## src/rtl/pwm_timebase.sv

```systemverilog
module pwm_timebase #(
  parameter int W  = 12,
  parameter int PW = 4
) (
  input  logic         clk,
  input  logic         rst_n,
  input  logic         tick,
  input  logic         per_we,
  input  logic [W-1:0] per_wd,
  input  logic         cnt_we,
  input  logic [W-1:0] cnt_wd,
  input  logic         ctl_we,
  input  logic [1:0]   ctl_mode,
  input  logic [1:0]   ctl_psc,
  input  logic         ctl_en,
  input  logic         ctl_udis,
  input  logic         trg_we,
  input  logic [W-1:0] trg_cmp,
  input  logic [PW-1:0] trg_post,
  input  logic         trg_down,
  output logic [W-1:0] cnt,
  output logic [W-1:0] per_now,
  output logic         run,
  output logic         down,
  output logic         wrap,
  output logic         inhibit,
  output logic         trig
);
  localparam logic [1:0] M_FREE = 2'b00;
  localparam logic [1:0] M_ONE  = 2'b01;

  logic [1:0]    mode, psc;
  logic          udis, tdown, stepd;
  logic [W-1:0]  per_buf, cmp;
  logic [PW-1:0] post, pcnt;
  logic [5:0]    pre, lim;
  logic          updn, any_wr, step, bnd, match;

  assign updn   = mode[1];
  assign lim    = {{2{psc == 2'd3}}, {2{psc[1]}}, {2{psc != 2'd0}}};
  assign any_wr = cnt_we | ctl_we | trg_we;
  assign step   = tick & run & (pre == lim) & ~any_wr;
  assign bnd    = step & (updn ? (down & (cnt == '0)) : (cnt >= per_now));
  assign match  = stepd & (cnt == cmp) & (down == tdown);

  always_ff @(posedge clk or negedge rst_n)
    if (!rst_n)             pre <= '0;
    else if (any_wr)        pre <= '0;
    else if (tick && run)   pre <= (pre == lim) ? '0 : pre + 1'b1;

  always_ff @(posedge clk or negedge rst_n)
    if (!rst_n) begin
      mode <= M_FREE; psc <= '0; udis <= 1'b0;
      cmp <= '0; post <= '0; tdown <= 1'b0; per_buf <= '0;
    end else begin
      if (ctl_we) begin mode <= ctl_mode; psc <= ctl_psc; udis <= ctl_udis; end
      if (trg_we) begin cmp <= trg_cmp; post <= trg_post; tdown <= trg_down; end
      if (per_we) per_buf <= per_wd;
    end

  always_ff @(posedge clk or negedge rst_n)
    if (!rst_n)                         per_now <= '0;
    else if (!udis && (!run || bnd))    per_now <= per_buf;

  always_ff @(posedge clk or negedge rst_n)
    if (!rst_n) begin
      cnt <= '0; run <= 1'b0; down <= 1'b0; wrap <= 1'b0; inhibit <= 1'b0;
    end else begin
      wrap <= bnd;
      if (cnt_we) cnt <= cnt_wd;
      if (ctl_we) begin
        run <= ctl_en;
        if (!ctl_en || !ctl_mode[1]) inhibit <= 1'b0;
        else if (!run)                inhibit <= 1'b1;
        if (!ctl_mode[1] || (ctl_en && !run)) down <= 1'b0;
      end else if (step) begin
        if (!updn) begin
          if (cnt >= per_now) begin
            cnt <= '0;
            if (mode == M_ONE) run <= 1'b0;
          end else cnt <= cnt + 1'b1;
        end else if (!down) begin
          if (cnt >= per_now) begin
            down <= 1'b1; inhibit <= 1'b0;
            cnt <= (cnt == '0) ? '0 : cnt - 1'b1;
          end else cnt <= cnt + 1'b1;
        end else if (cnt == '0) begin
          down <= 1'b0;
          cnt  <= (per_now == '0) ? '0 : W'(1);
        end else cnt <= cnt - 1'b1;
      end
    end

  always_ff @(posedge clk or negedge rst_n)
    if (!rst_n) begin
      stepd <= 1'b0; pcnt <= '0; trig <= 1'b0;
    end else begin
      stepd <= step;
      trig  <= run & match & (pcnt == post);
      if (!run)       pcnt <= '0;
      else if (match) pcnt <= (pcnt == post) ? '0 : pcnt + 1'b1;
    end


  hw_stop_chk: assert property (@(posedge clk) disable iff (!rst_n)
    $fell(run) && !$past(ctl_we) |-> $past(mode) == M_ONE);

  down_mode_chk: assert property (@(posedge clk) disable iff (!rst_n)
    down |-> updn);

  inhibit_chk: assert property (@(posedge clk) disable iff (!rst_n)
    inhibit |-> run && updn && !down);

  free_step_chk: assert property (@(posedge clk) disable iff (!rst_n)
    $past(run) && $past(mode) == M_FREE && !$past(any_wr) && cnt != $past(cnt)
    |-> cnt == W'($past(cnt) + 1'b1) || cnt == '0);

  presc_chk: assert property (@(posedge clk) disable iff (!rst_n)
    !$past(any_wr) && cnt != $past(cnt) |-> $past(tick) && $past(pre) == $past(lim));

  hold_per_chk: assert property (@(posedge clk) disable iff (!rst_n)
    $past(udis) |-> $stable(per_now));

  trig_run_chk: assert property (@(posedge clk) disable iff (!rst_n)
    trig |-> $past(run));
endmodule

```

## config.mk

```make
export PLATFORM = sky130hd
export DESIGN_NAME = pwm_timebase
export DESIGN_NICKNAME = d
export VERILOG_FILES = /design/src/rtl/pwm_timebase.sv
export SDC_FILE = /design/constraint.sdc
export NUM_CORES = 1
export LEC_CHECK = 0
export BUFFER_PORTS_ARGS = -buffer_cell sky130_fd_sc_hd__buf_2
export CAP_MARGIN = 40
export CELL_PAD_IN_SITES_DETAIL_PLACEMENT = 1
export CELL_PAD_IN_SITES_GLOBAL_PLACEMENT = 2
export CORE_MARGIN = 2
export CORE_UTILIZATION = 31
export CTS_CLUSTER_SIZE = 30
export DETAILED_ROUTE_END_ITERATION = 16
export HOLD_SLACK_MARGIN = 0.15
export PLACE_DENSITY = 0.77
export SLEW_MARGIN = 40
export SYNTH_ARGS = -nofsm -noshare
export SYNTH_HDL_FRONTEND = slang
export SYNTH_SLANG_ARGS = --single-unit
```

## constraint.sdc

```tcl
create_clock -name clk -period 2.55 [get_ports clk]
set_clock_uncertainty 0.15 [all_clocks]
set_input_delay 0.255 -clock clk [delete_from_list [all_inputs] [get_ports clk]]
set_output_delay 0.255 -clock clk [all_outputs]
set_load 0.005 [all_outputs]
```

### After elaboration in Yosys (flattened, before gate mapping)

Cells that the tools add are included.

* bitwise operators: 12
* equal/unequal tests: 11
* muxes and demuxes: 36
* $lt $le $gt $ge: 1
* add/sub/neg operators: 4
* reductions and logical operators: 21

Operators with widths (number)
* $mux W12: 9
* $logic_not A12 Y1: 2
* $mux W1: 21
* $mux W6: 3
* $add A12 B1 Y12 const B: 1
* $eq A12 B12 Y1: 1
* $ge A12 B12 Y1: 1
* $mux W4: 3
* $reduce_bool A2 Y1: 6
* $sub A12 B1 Y12 const B: 1
* $and A1 B1 Y1: 9
* $add A6 B1 Y6 const B: 1
* $eq A6 B6 Y1: 1
* $reduce_and A5 Y1: 1
* $add A4 B1 Y4 const B: 1
* $eq A4 B4 Y1: 1
* $logic_not A1 Y1: 4
* $ne A2 B1 Y1 const B: 2
* $ne A2 B2 Y1 const B: 2
* $reduce_and A4 Y1: 1
* $logic_and A1 B1 Y1: 3
* $logic_or A1 B1 Y1: 3
* $ne A3 B2 Y1 const B: 1
* $reduce_and A3 Y1: 1
* other kinds (5): 6

* register bits: 74

### Logic depth before layout (Yosys ltp)

* depth in word-level cells: 7
* gate-level depth with buffers: 9

### Worst setup path before layout

No wires, ideal clock.

* path type: flip-flop to flip-flop
* start point: reg cnt[9]
* end point: reg per_now[10]
* required time: 2.275 ns
* clock period less this slack: 2.441 ns
* cell stages (with the launch flop): 9
* arrival: 2.165 ns
* path buffers: 1
* path slack: 0.109 ns
* setup time: 0.125 ns
* cells stage by stage: dfrtp_1 -> ha_1 -> a21oi_1 -> o21ai_0 -> inv_1 -> a31oi_1 -> o31ai_1 -> buf_6 -> mux2_4

* longest elaborated chain between the ends: 6
* elaborated cells between the ends (all ways): 7
* classes of those cells: 1 x order compare; 1 x mux; 2 x bitwise; 3 x reduce/logical

RTL lines
* from (decl): line 21 `output logic [W-1:0] cnt,`
* from (signal assigned): line 70 `if (cnt_we) cnt <= cnt_wd;`
* from (signal assigned): line 81 `end else cnt <= cnt + 1'b1;`
* from (signal assigned): line 85 `cnt <= (cnt == '0) ? '0 : cnt - 1'b1;`
* branches (longest 2 deep; another with $ge A12 B12 Y1)
* $mux W1 *: line 43 `assign bnd = step & (updn ? (down & (cnt == '0)) : (cnt >= per_now));`
* $and A1 B1 Y1 *: line 43
* $logic_or A1 B1 Y1 *: line 63 `else if (!udis && (!run || bnd)) per_now <= per_buf;`
* $logic_and A1 B1 Y1 *: line 63
* to (signal assigned): line 63
* to (decl): line 22 `output logic [W-1:0] per_now,`

Every way passes the cells marked *.
A chain may end at the register's enable or synchronous reset.

### Final worst setup path

* start point: reg cnt[1]
* end point: reg per_now[9]

Same word-level chain as after synthesis.

==> results.toml <==
[timing]
tightest_slew_ns = 0.700
finalSetupTns_ns = 0
whs_ns = 0.154
clock.fmax_ghz = 0.414
finalMaxSlewViolations = 0
hold_viol = 0
setup_violations = 0
layout_setup_ws_ns = 0.137
timing.final.crit_share_pct = 94.6
period_needed_ns = 2.41
grt_setup_unrepaired = "false"
relSlewSlack_pct = 53.3

[global_routing]
grtUsageMet1_pct = 23.7
grt_pass1_wl_um = 21100
grt_max_degree = 33
grt_pass1_vias = 4096
busiest_layer = "met2"
met2_usage_pct = 31.4
grt.overflow.total = 0
use_met3_pct = 3.95
grtUsageTotal_pct = 18.6
antenna_found_initial = 0

[final_layout]
mostFrequentLayoutCell = "buf_2"
multiInputGateArea_um2 = 2310
register_area_um2 = 1850
final_cell_mix = "buf_2, dfrtp_1, dlygate4sd3_1"
antennaDiodeCount = 0
nFillCells = 1550
drive_gt1_share_pct = 32.1
nets = 655
final_cell_area_um2 = 5920
area_delta_synth_final_pct = 38.4

[critical_path]
crit_arrival_ns = 2.49
cpPeakStageDelay_ns = 0.39
critical_path.max_fanout = 12
crit_type = "reg -> reg"
critical_path.startpoint_type = "flop"
path_cells = "buf_4 > inv_1 > ha_1 > nor4b_1 > nand4b_1 > nor2_1 > o31ai_4 > buf_12 > mux2_4"
crit_required_ns = 2.63
critPathCaptureType = "flop"
reg2reg_depth = 9
slowest_stage = "dfrtp_1"

[floorplan]
design.portCount = 83
die-height_um = 121
fp-row-count = 42
die_width_um = 121
coreArea_um2 = 13300
die_area_um2 = 14800
initial_core_util_pct = 32.0

[place]
gp_congestion = 0.817
place_hpwl_um = 9480
preCtsSetupSlack_ns = 0.107
placed_cell_area_um2 = 5120
io_buffers = 82

[clock_network]
clock_latency_ns = 0.34
h-tree-depth = 3
clkSlewWorstSetupHoldPaths_ns = 0.07
clk_path_buf_depth = 2
clockRootBuffer = "clkbuf_16"
cts_tree = "built"
cts.sinks = 74
cts_buffers = 9

[power_and_ir_drop]
finalPower_mw = 3.85
ir_drop_v = 0.000312
p_leak_nw = 2.67
powerDensity_nw_per_um2 = 650

[routing]
vias = 3855
first_pass_iters = 6
wl_per_cell_um = 16.9
totalWireLength_um = 12900
drc = 0
vias_per_cell = 5.04
drtIter0Drc = 154
antenna_left = 0

[logic_synthesis]
yosysUniqueCellTypes = 51
avgSynthCellArea_um2 = 10.0
dominantRegCellSynth = "dfrtp_1"
synthCells = 426
synth.cell_area_um2 = 4280
yosysWarnings = 0
async_flop_share_pct = 100
synth_edf_count = 0
syn_nets = 497
ys_seq_area_share_pct = 43.3
synth_seq_cells = 74

[worst_hold_path]
hold_depth = 3
hp-class = "in -> reg"

[flow_run]
max_cap_violations = 0

[run_status]
status = "finished, final reports clean"
-- kinds of logic (layout without fill, tap and decap cells) --
family,after synthesis,count (layout),share of synthesized area (%)
AO/OA/AOI/OAI,85,85,13.7
buffers and inverters,37,200,3.45
multiplexers,49,49,13.7
flip-flops,74,74,43.3
XOR/XNOR,19,19,3.89
AND/OR/NAND/NOR,145,145,17.0
adder cells (fa/ha/maj),17,17,4.97
-- registers in the layout, indices dropped and copies added (netlist names), 2 cells and up --
register and count:
mode 2, per_now 12, post 4, cmp 12, psc 2, cnt 12, per_buf 12, pcnt 4
pre 6
-- cell type report --
cell class,instances,share of cell area [%]
Multi-Input combinational cell,315,39.1
Clock inverter,6,0.697
Inverter,19,1.20
Timing Repair Buffer,165,19.9
Tap cell,176,3.72
Clock buffer,10,4.04
Sequential cell,74,31.3
-- through the flow --
stage / instances / util, %
floorplan: 426 / -
global placement: 700 / 38.3
detailed placement: 700 / 38.3
CTS: 765 / 44.1
global route: 765 / 44.4
finish: 765 / 44.4
-- synth_stat cells (12+ instances only) --
| library cell | n | area, um2 |
|---|---|---|
| a21oi_1 | 12 | 60.1 |
| clkbuf_1 | 14 | 52.6 |
| dfrtp_1 | 74 | 1850 |
| ha_1 | 17 | 213 |
| inv_1 | 18 | 67.6 |
| mux2_2 | 35 | 394 |
| nand2_1 | 33 | 124 |
| nand3_1 | 19 | 95.1 |
| nor2_1 | 31 | 116 |
| o211ai_1 | 13 | 97.6 |
| o21ai_0 | 26 | 130 |
| xnor2_1 | 17 | 149 |
-- path summary, 6_finish.rpt --
kind	endpoint	slack [ns]	startpoint
max	per_now[9]	0.14	cnt[1]
min	cnt[2]	0.15	cnt_wd[2]
max reg2reg	per_now[9]	0.14	cnt[1]
min reg2reg	per_now[1]	0.34	per_buf[1]
max in group asynchronous	pre[3]	1.22	rst_n
min in group asynchronous	per_buf[2]	0.35	rst_n
-- worst max-delay path: cells and delay by family, from the launching register on --
family / cells / cell delay (ns)
AOI/OAI and AO/OA: 1 / 0.12
adders and majority gates: 1 / 0.16
buffers and inverters: 3 / 0.43
DFF: 1 / 0.39
muxes: 1 / 0.29
and+or+nand+nor: 3 / 0.74
-- layer usage --
| metal | vias to the layer above | part of all wire [%] | wire length [um] |
|---|---|---|---|
| met5 | - | 0 | 0 |
| met4 | 0 | 1.8 | 230 |
| met3 | 16 | 4.3 | 559 |
| met2 | 86 | 49 | 6300 |
| met1 | 1912 | 45 | 5820 |
| li1 | 1841 | - | - |
-- power by group --
| part | leakage, nW | switching (mW) | total (mW) | internal [mW] |
|---|---|---|---|---|
| registers | 0.903 | 0.144 | 1.47 | 1.33 |
| clock network | 0.143 | 0.526 | 1.21 | 0.687 |
| logic | 1.63 | 0.561 | 1.16 | 0.600 |
-- what timing repair did --
item,CTS,global route
resized for setup,0,9
hold buffers,49,0
setup endpoints to repair,0,26
endpoints found under the hold margin,76,0
setup buffers,0,0
Power figures use the tool's default switching activity.
